==> src/rtl/cycle_timer_pkg.sv <==
package cycle_timer_pkg;
  typedef enum logic [1:0] {
    CMD_TICK = 2'd0,
    CMD_BULK = 2'd1,
    CMD_SKIP = 2'd2,
    CMD_LOAD = 2'd3
  } cnt_cmd_e;
endpackage

==> src/rtl/ct_counter.sv <==
module ct_counter
  import cycle_timer_pkg::*;
#(
  parameter int CNT_W = 32
) (
  input  logic             clk_i,
  input  logic             rst_ni,
  input  logic             load_i,
  input  logic [CNT_W-1:0] load_val_i,
  input  logic             skip_i,
  input  logic [CNT_W-1:0] skip_val_i,
  input  logic             bulk_i,
  input  logic [CNT_W-1:0] bulk_step_i,
  output logic [CNT_W-1:0] cnt_o,
  output logic [CNT_W-1:0] step_o,
  output logic             chk_o
);
  cnt_cmd_e         cmd;
  logic [CNT_W-1:0] cnt_q;

  // load > skip > bulk > tick
  always_comb begin
    if (load_i)      cmd = CMD_LOAD;
    else if (skip_i) cmd = CMD_SKIP;
    else if (bulk_i) cmd = CMD_BULK;
    else             cmd = CMD_TICK;
  end

  always_comb begin
    unique case (cmd)
      CMD_BULK: step_o = bulk_step_i;
      CMD_SKIP: step_o = skip_val_i - cnt_q;
      CMD_LOAD: step_o = '0;
      default:  step_o = CNT_W'(1);
    endcase
  end

  assign chk_o = (cmd != CMD_LOAD);

  always_ff @(posedge clk_i or negedge rst_ni) begin
    if (!rst_ni)              cnt_q <= '0;
    else if (cmd == CMD_LOAD) cnt_q <= load_val_i;
    else                      cnt_q <= cnt_q + step_o;
  end

  assign cnt_o = cnt_q;

  a_r2_tick: assert property (@(posedge clk_i) disable iff (!rst_ni)
    (!load_i && !skip_i && !bulk_i) |=> cnt_q == $past(cnt_q) + CNT_W'(1));

  a_r3_bulk: assert property (@(posedge clk_i) disable iff (!rst_ni)
    (!load_i && !skip_i && bulk_i) |=> cnt_q == $past(cnt_q) + $past(bulk_step_i));

  a_r6_load: assert property (@(posedge clk_i) disable iff (!rst_ni)
    load_i |=> cnt_q == $past(load_val_i));

  a_r9_skip_over_bulk: assert property (@(posedge clk_i) disable iff (!rst_ni)
    (!load_i && skip_i) |=> cnt_q == $past(skip_val_i));
endmodule

==> src/rtl/ct_comparator.sv <==
module ct_comparator #(
  parameter int CNT_W    = 32,
  parameter bit TIMER_EN = 1'b1
) (
  input  logic             clk_i,
  input  logic             rst_ni,
  input  logic [CNT_W-1:0] cnt_i,
  input  logic [CNT_W-1:0] step_i,
  input  logic             chk_i,
  input  logic             we_i,
  input  logic [CNT_W-1:0] wdata_i,
  output logic [CNT_W-1:0] cmp_o,
  output logic             irq_o,
  output logic [CNT_W-1:0] dist_o
);
  logic [CNT_W-1:0] cmp_q;
  logic [CNT_W-1:0] gap;
  logic             hit;
  logic             irq_q;

  // modular distance ahead of the pre-edge counter
  assign gap = cmp_q - cnt_i;

  always_ff @(posedge clk_i or negedge rst_ni) begin
    if (!rst_ni)   cmp_q <= '0;
    else if (we_i) cmp_q <= wdata_i;
  end

  generate
    if (TIMER_EN) begin : g_on
      assign hit    = chk_i && (gap <= step_i);
      assign dist_o = gap;
      always_ff @(posedge clk_i or negedge rst_ni) begin
        if (!rst_ni)   irq_q <= 1'b0;
        else if (we_i) irq_q <= 1'b0;
        else if (hit)  irq_q <= 1'b1;
      end

      a_r4_sticky: assert property (@(posedge clk_i) disable iff (!rst_ni)
        (irq_q && !we_i) |=> irq_q);

      a_r4_fire: assert property (@(posedge clk_i) disable iff (!rst_ni)
        (!we_i && chk_i && gap <= step_i) |=> irq_q);

      a_r6_no_eval: assert property (@(posedge clk_i) disable iff (!rst_ni)
        (!chk_i && !irq_q) |=> !irq_q);
    end else begin : g_off
      assign hit    = 1'b0;
      assign dist_o = '1;
      always_ff @(posedge clk_i or negedge rst_ni) begin
        if (!rst_ni) irq_q <= 1'b0;
        else         irq_q <= 1'b0;
      end

      a_r10_quiet: assert property (@(posedge clk_i) disable iff (!rst_ni)
        !irq_q && (chk_i || !chk_i) && step_i == step_i);
    end
  endgenerate

  assign cmp_o = cmp_q;
  assign irq_o = irq_q;

  a_r5_clear: assert property (@(posedge clk_i) disable iff (!rst_ni)
    we_i |=> !irq_q && cmp_q == $past(wdata_i));
endmodule

==> src/rtl/ct_wake_min.sv <==
module ct_wake_min #(
  parameter int CNT_W   = 32,
  parameter int NUM_CMP = 3
) (
  input  logic                     clk_i,
  input  logic                     rst_ni,
  input  logic [NUM_CMP*CNT_W-1:0] dist_i,
  output logic [CNT_W-1:0]         dist_o
);
  logic [CNT_W-1:0] best;

  // all ones when nothing is closer: a full wrap away
  always_comb begin
    best = '1;
    for (int i = 0; i < NUM_CMP; i++) begin
      if (dist_i[i*CNT_W +: CNT_W] < best) best = dist_i[i*CNT_W +: CNT_W];
    end
  end

  assign dist_o = best;

  always_ff @(posedge clk_i) begin
    if (rst_ni) begin
      for (int i = 0; i < NUM_CMP; i++) begin
        a_r7_min: assert (dist_o <= dist_i[i*CNT_W +: CNT_W]);
      end
    end
  end
endmodule

==> src/rtl/cycle_timer.sv <==
module cycle_timer #(
  parameter int CNT_W    = 32,
  parameter int NUM_CMP  = 3,
  parameter bit TIMER_EN = 1'b1
) (
  input  logic                     clk_i,
  input  logic                     rst_ni,
  input  logic                     cnt_we_i,
  input  logic [CNT_W-1:0]         cnt_wdata_i,
  input  logic [NUM_CMP-1:0]       cmp_we_i,
  input  logic [CNT_W-1:0]         cmp_wdata_i,
  input  logic                     skip_i,
  input  logic                     bulk_i,
  input  logic [CNT_W-1:0]         bulk_step_i,
  output logic [CNT_W-1:0]         cnt_o,
  output logic [NUM_CMP*CNT_W-1:0] cmp_o,
  output logic [NUM_CMP-1:0]       irq_o,
  output logic [CNT_W-1:0]         wake_dist_o,
  output logic [CNT_W-1:0]         wake_pt_o
);
  localparam int DIST_W = NUM_CMP * CNT_W;

  logic [CNT_W-1:0]  cnt;
  logic [CNT_W-1:0]  step;
  logic              chk;
  logic [CNT_W-1:0]  skip_val;
  logic [DIST_W-1:0] dist_all;

  assign skip_val = wake_pt_o + CNT_W'(1);

  ct_counter #(.CNT_W(CNT_W)) i_counter (
    .clk_i       (clk_i),
    .rst_ni      (rst_ni),
    .load_i      (cnt_we_i),
    .load_val_i  (cnt_wdata_i),
    .skip_i      (skip_i),
    .skip_val_i  (skip_val),
    .bulk_i      (bulk_i),
    .bulk_step_i (bulk_step_i),
    .cnt_o       (cnt),
    .step_o      (step),
    .chk_o       (chk)
  );

  for (genvar g = 0; g < NUM_CMP; g++) begin : g_cmp
    ct_comparator #(.CNT_W(CNT_W), .TIMER_EN(TIMER_EN)) i_cmp (
      .clk_i   (clk_i),
      .rst_ni  (rst_ni),
      .cnt_i   (cnt),
      .step_i  (step),
      .chk_i   (chk),
      .we_i    (cmp_we_i[g]),
      .wdata_i (cmp_wdata_i),
      .cmp_o   (cmp_o[g*CNT_W +: CNT_W]),
      .irq_o   (irq_o[g]),
      .dist_o  (dist_all[g*CNT_W +: CNT_W])
    );
  end

  ct_wake_min #(.CNT_W(CNT_W), .NUM_CMP(NUM_CMP)) i_wake (
    .clk_i  (clk_i),
    .rst_ni (rst_ni),
    .dist_i (dist_all),
    .dist_o (wake_dist_o)
  );

  assign cnt_o     = cnt;
  assign wake_pt_o = cnt + wake_dist_o;

  initial begin
    a_cfg_num_cmp: assert (NUM_CMP >= 1 && NUM_CMP <= 3);
  end

  a_r8_skip: assert property (@(posedge clk_i) disable iff (!rst_ni)
    (skip_i && !cnt_we_i) |=> cnt_o == $past(wake_pt_o) + CNT_W'(1));

  a_r9_load_first: assert property (@(posedge clk_i) disable iff (!rst_ni)
    (cnt_we_i && (skip_i || bulk_i)) |=> cnt_o == $past(cnt_wdata_i));
endmodule

==> config.mk <==
export PLATFORM = sky130hd
export DESIGN_NAME = cycle_timer
export DESIGN_NICKNAME = d
export VERILOG_FILES = /design/src/rtl/cycle_timer_pkg.sv /design/src/rtl/ct_counter.sv /design/src/rtl/ct_comparator.sv /design/src/rtl/ct_wake_min.sv /design/src/rtl/cycle_timer.sv
export SDC_FILE = /design/constraint.sdc
export NUM_CORES = 1
export LEC_CHECK = 0
export ABC_AREA = 1
export BUFFER_PORTS_ARGS = -buffer_cell sky130_fd_sc_hd__buf_2
export CAP_MARGIN = 10
export CELL_PAD_IN_SITES_DETAIL_PLACEMENT = 0
export CELL_PAD_IN_SITES_GLOBAL_PLACEMENT = 1
export CORE_MARGIN = 5
export CORE_UTILIZATION = 30
export CTS_CLUSTER_SIZE = 14
export DETAILED_ROUTE_END_ITERATION = 12
export HOLD_SLACK_MARGIN = 0.1
export PLACE_DENSITY_LB_ADDON = 0.1
export SYNTH_ARGS = -nofsm -noshare
export SYNTH_HDL_FRONTEND = slang
export SYNTH_SLANG_ARGS = --single-unit
==> constraint.sdc <==
create_clock -name clk_i -period 17.93 [get_ports clk_i]
set_input_delay 0 -clock clk_i [delete_from_list [all_inputs] [get_ports clk_i]]
set_output_delay 0 -clock clk_i [all_outputs]
set_load 0.005 [all_outputs]
==> impl_results.md <==
- Outcome: finished, final reports clean
- TritonRoute pass-1 iters: 5
- CP Class: reg -> reg
- Post-detail-place hpwl: 71300 um
- Clock Sinks: 131
- Number of flops mapped to enable cells by yosys: 0
- Root buffer cell: clkbuf_16
- Worst hold path class: in -> async
- Unique masters post-synth: 60
- Setup crit end: g_cmp[1].i_cmp.irq_o
- Share of cells above drive strength 1: 13.6%
- Vias in the first global route: 19163
- Crit Reg-Reg Startpoint: i_counter.cnt_o[1]
- Synth Cell Area: 19100 um2
- Area taken by multi-input logic gates: 14300 um2
- Routed vias: 20002
- CTS tree: built
- Cts bufs inserted: 17
- FMAX: 63.9 MHz
- Avg Cell Area, Syn: 6.82 um2
- Final ANT Viol Nets: 0
- DRC violations left: 0
- Worst setup margin: 2280 ps
- Clock transition at path regs: 80 ps
- Fin nets: 3631
- Total Routing Usage GR: 23.5%
- Syn Inst Count: 2795
- Biggest cell delay along the critical path: 640 ps
- Max-cap violations: 0
- Post-synth ARST share: 100%
- Sequential area share after synthesis: 17.2%
- Die area: 68700 um2
- YS warnings: 0
- Fin. Hold Viols: 0
- R2R Setup Slk: 2280 ps
- Reg area: 3280 um2
- Setup WS pre-CTS: 2440 ps
- Slowest-stage cell, CP: nor4_1
- Worst Reg-to-Reg Cells: 81
- Synth Net Count: 3278
- Final wirelength: 83300 um
- Worst-Skew Late Latency: 490 ps
- First-pass GRT wire length: 121000 um
- Commonest cells after routing, fill and taps aside: nand2_1, ha_1, inv_1
- Initial antenna violation count: 1
- Final setup viols: 0
- H-Tree Depth: 4
- Port Buffers: 298
- Worst EP required: 18260 ps
- Worst-Margin Slew: 937 ps
- Period Utilization, post-route: 87.3%
- Vias per cell: 4.99
- Core area: 63000 um2
- Register bit count reported by yosys: 131
- Standard-cell rows: 92
- Synth Flop Type: dfrtp_1
- Max Transition Viols Final: 0
- GPL Wtd Cong: 0.944
- Crit path max fanout: 54
- N_diodes: 0
- DRT iter0 DRCs: 1413
- Routed WL per cell: 20.8 um
- Worst Skew: 17.7 ps
- Clock Path Buffers: 2
- Relative slew slack: 37.5%
- # fillers: 6907
- Setup_tns: 0 ps
- Critical path launch point: i_counter.cnt_o[1]
- RSZ-0062 raised after global routing: no
- Crit start category: flip-flop
- Commonest non-fill, non-tap cell in the layout: nand2_1
- CP Capture Type: flip-flop
- Congestion Overflow GR: 0
- Starting density of the core: 30.3%
- Min Tclk post-route: 15650 ps
- Pin count of the biggest net entering global routing: 71
- Area growth syn-to-layout: 20.0%
- Reg2reg end: g_cmp[1].i_cmp.irq_o
- DIE WIDTH: 262 um
- I/O pin count: 299
- Crit path DAT: 15980 ps
- Die Ht: 262 um
-- critical path: cells and delay by family, from the launching register on --
| kind | cells | cell delay [ps] |
|---|---|---|
| buffers and inverters | 12 | 2030 |
| adders and majority gates | 7 | 2520 |
| xor gates and xnor gates | 2 | 450 |
| AOI/OAI and AO/OA | 30 | 5430 |
| and+or+nand+nor | 30 | 4550 |
| DFF | 1 | 430 |
-- stage by stage --
step | hold slack, ps | utilization [%] | cell area, um2 | instances
2_1_floorplan | -296 | - | 19100 | 2795
3_3_place_gp | 74.9 | 34.1 | 21500 | 3900
3_5_place_dp | 81.3 | 34.1 | 21500 | 3900
4_1_cts | 110 | 36.3 | 22800 | 4005
5_1_grt | 155 | 36.3 | 22900 | 4007
6_report | 115 | 36.3 | 22900 | 4007
-- layer usage --
metal / vias to the layer above / track usage, % / part of all wire, %
met5: - / 0 / 0
met4: 0 / 7.13 / 2.8
met3: 79 / 3.84 / 4.8
met2: 526 / 41.7 / 50
met1: 9183 / 29.4 / 42
li1: 10214 / - / -
-- cell type report --
type / count / share of cell area (%)
Multi-Input combinational cell: 2275 / 62.5
Sequential cell: 131 / 14.3
Timing Repair Buffer: 381 / 10.2
Inverter: 342 / 5.61
Tap cell: 846 / 4.63
Clock buffer: 17 / 1.86
Clock inverter: 15 / 0.820
-- cells by family (layout without fill, tap and decap cells) --
| group | after synthesis | after routing | synth area share, % |
|---|---|---|---|
| flops | 131 | 131 | 17.2 |
| simple gates | 1106 | 1106 | 23.7 |
| buf+inv | 389 | 755 | 7.79 |
| fa+ha+maj | 379 | 379 | 25.1 |
| compound gates | 664 | 664 | 20.4 |
| xor+xnor | 126 | 126 | 5.79 |
-- synthesized netlist by cell type, drive strengths merged (4+ instances only) --
cell type    n  area share, %
a211oi      16           0.63
a21boi      12           0.71
a21o         4           0.16
a21oi      301            8.3
a221oi       6           0.28
a22oi        4           0.16
a31oi       12           0.43
buf         10           0.32
clkbuf      37           0.73
dfrtp      131             17
fa           6           0.63
ha         373             24
inv        341            6.7
nand2      785             16
nand3       84            2.3
nand3b       5           0.20
nand4       29           0.95
nor2       143            2.9
nor3        30           0.79
nor4        12           0.39
o2111ai      5           0.23
o211ai      12           0.52
o21a        13           0.51
o21ai      242            6.8
o21bai      12           0.57
o221ai      17           0.78
or2         16           0.52
xnor2       53            2.4
xor2        73            3.4
-- state kept, by name (all words and copies together), names as in the netlist --
name and count:
g_cmp.i_cmp.cmp_o 96, g_cmp.i_cmp.irq_o 3, i_counter.cnt_o 32
-- how the worst min path moves through the flow --
stage            from                 endpoint  slack, ps  depth (start not counted)
5_1_grt        rst_ni      i_counter.cnt_o[28]        150                          2
6_report       rst_ni      i_counter.cnt_o[28]        110                          2
3_5_place_dp   rst_ni      i_counter.cnt_o[28]         80                          1
3_3_place_gp   rst_ni      i_counter.cnt_o[28]         70                          1
4_1_cts        rst_ni      i_counter.cnt_o[22]        110                          2
2_1_floorplan  rst_ni  g_cmp[0].i_cmp.cmp_o[0]       -300                          0
-- repair_timing --
| action | CTS | global route |
|---|---|---|
| gates resized for setup | 0 | 0 |
| setup buffers | 0 | 0 |
| hold buffers | 73 | 0 |
| endpoints found under the hold margin | 191 | 0 |
Power is not shown: default switching activity piles up to over one toggle a cycle in this logic, so the estimate is an artifact.
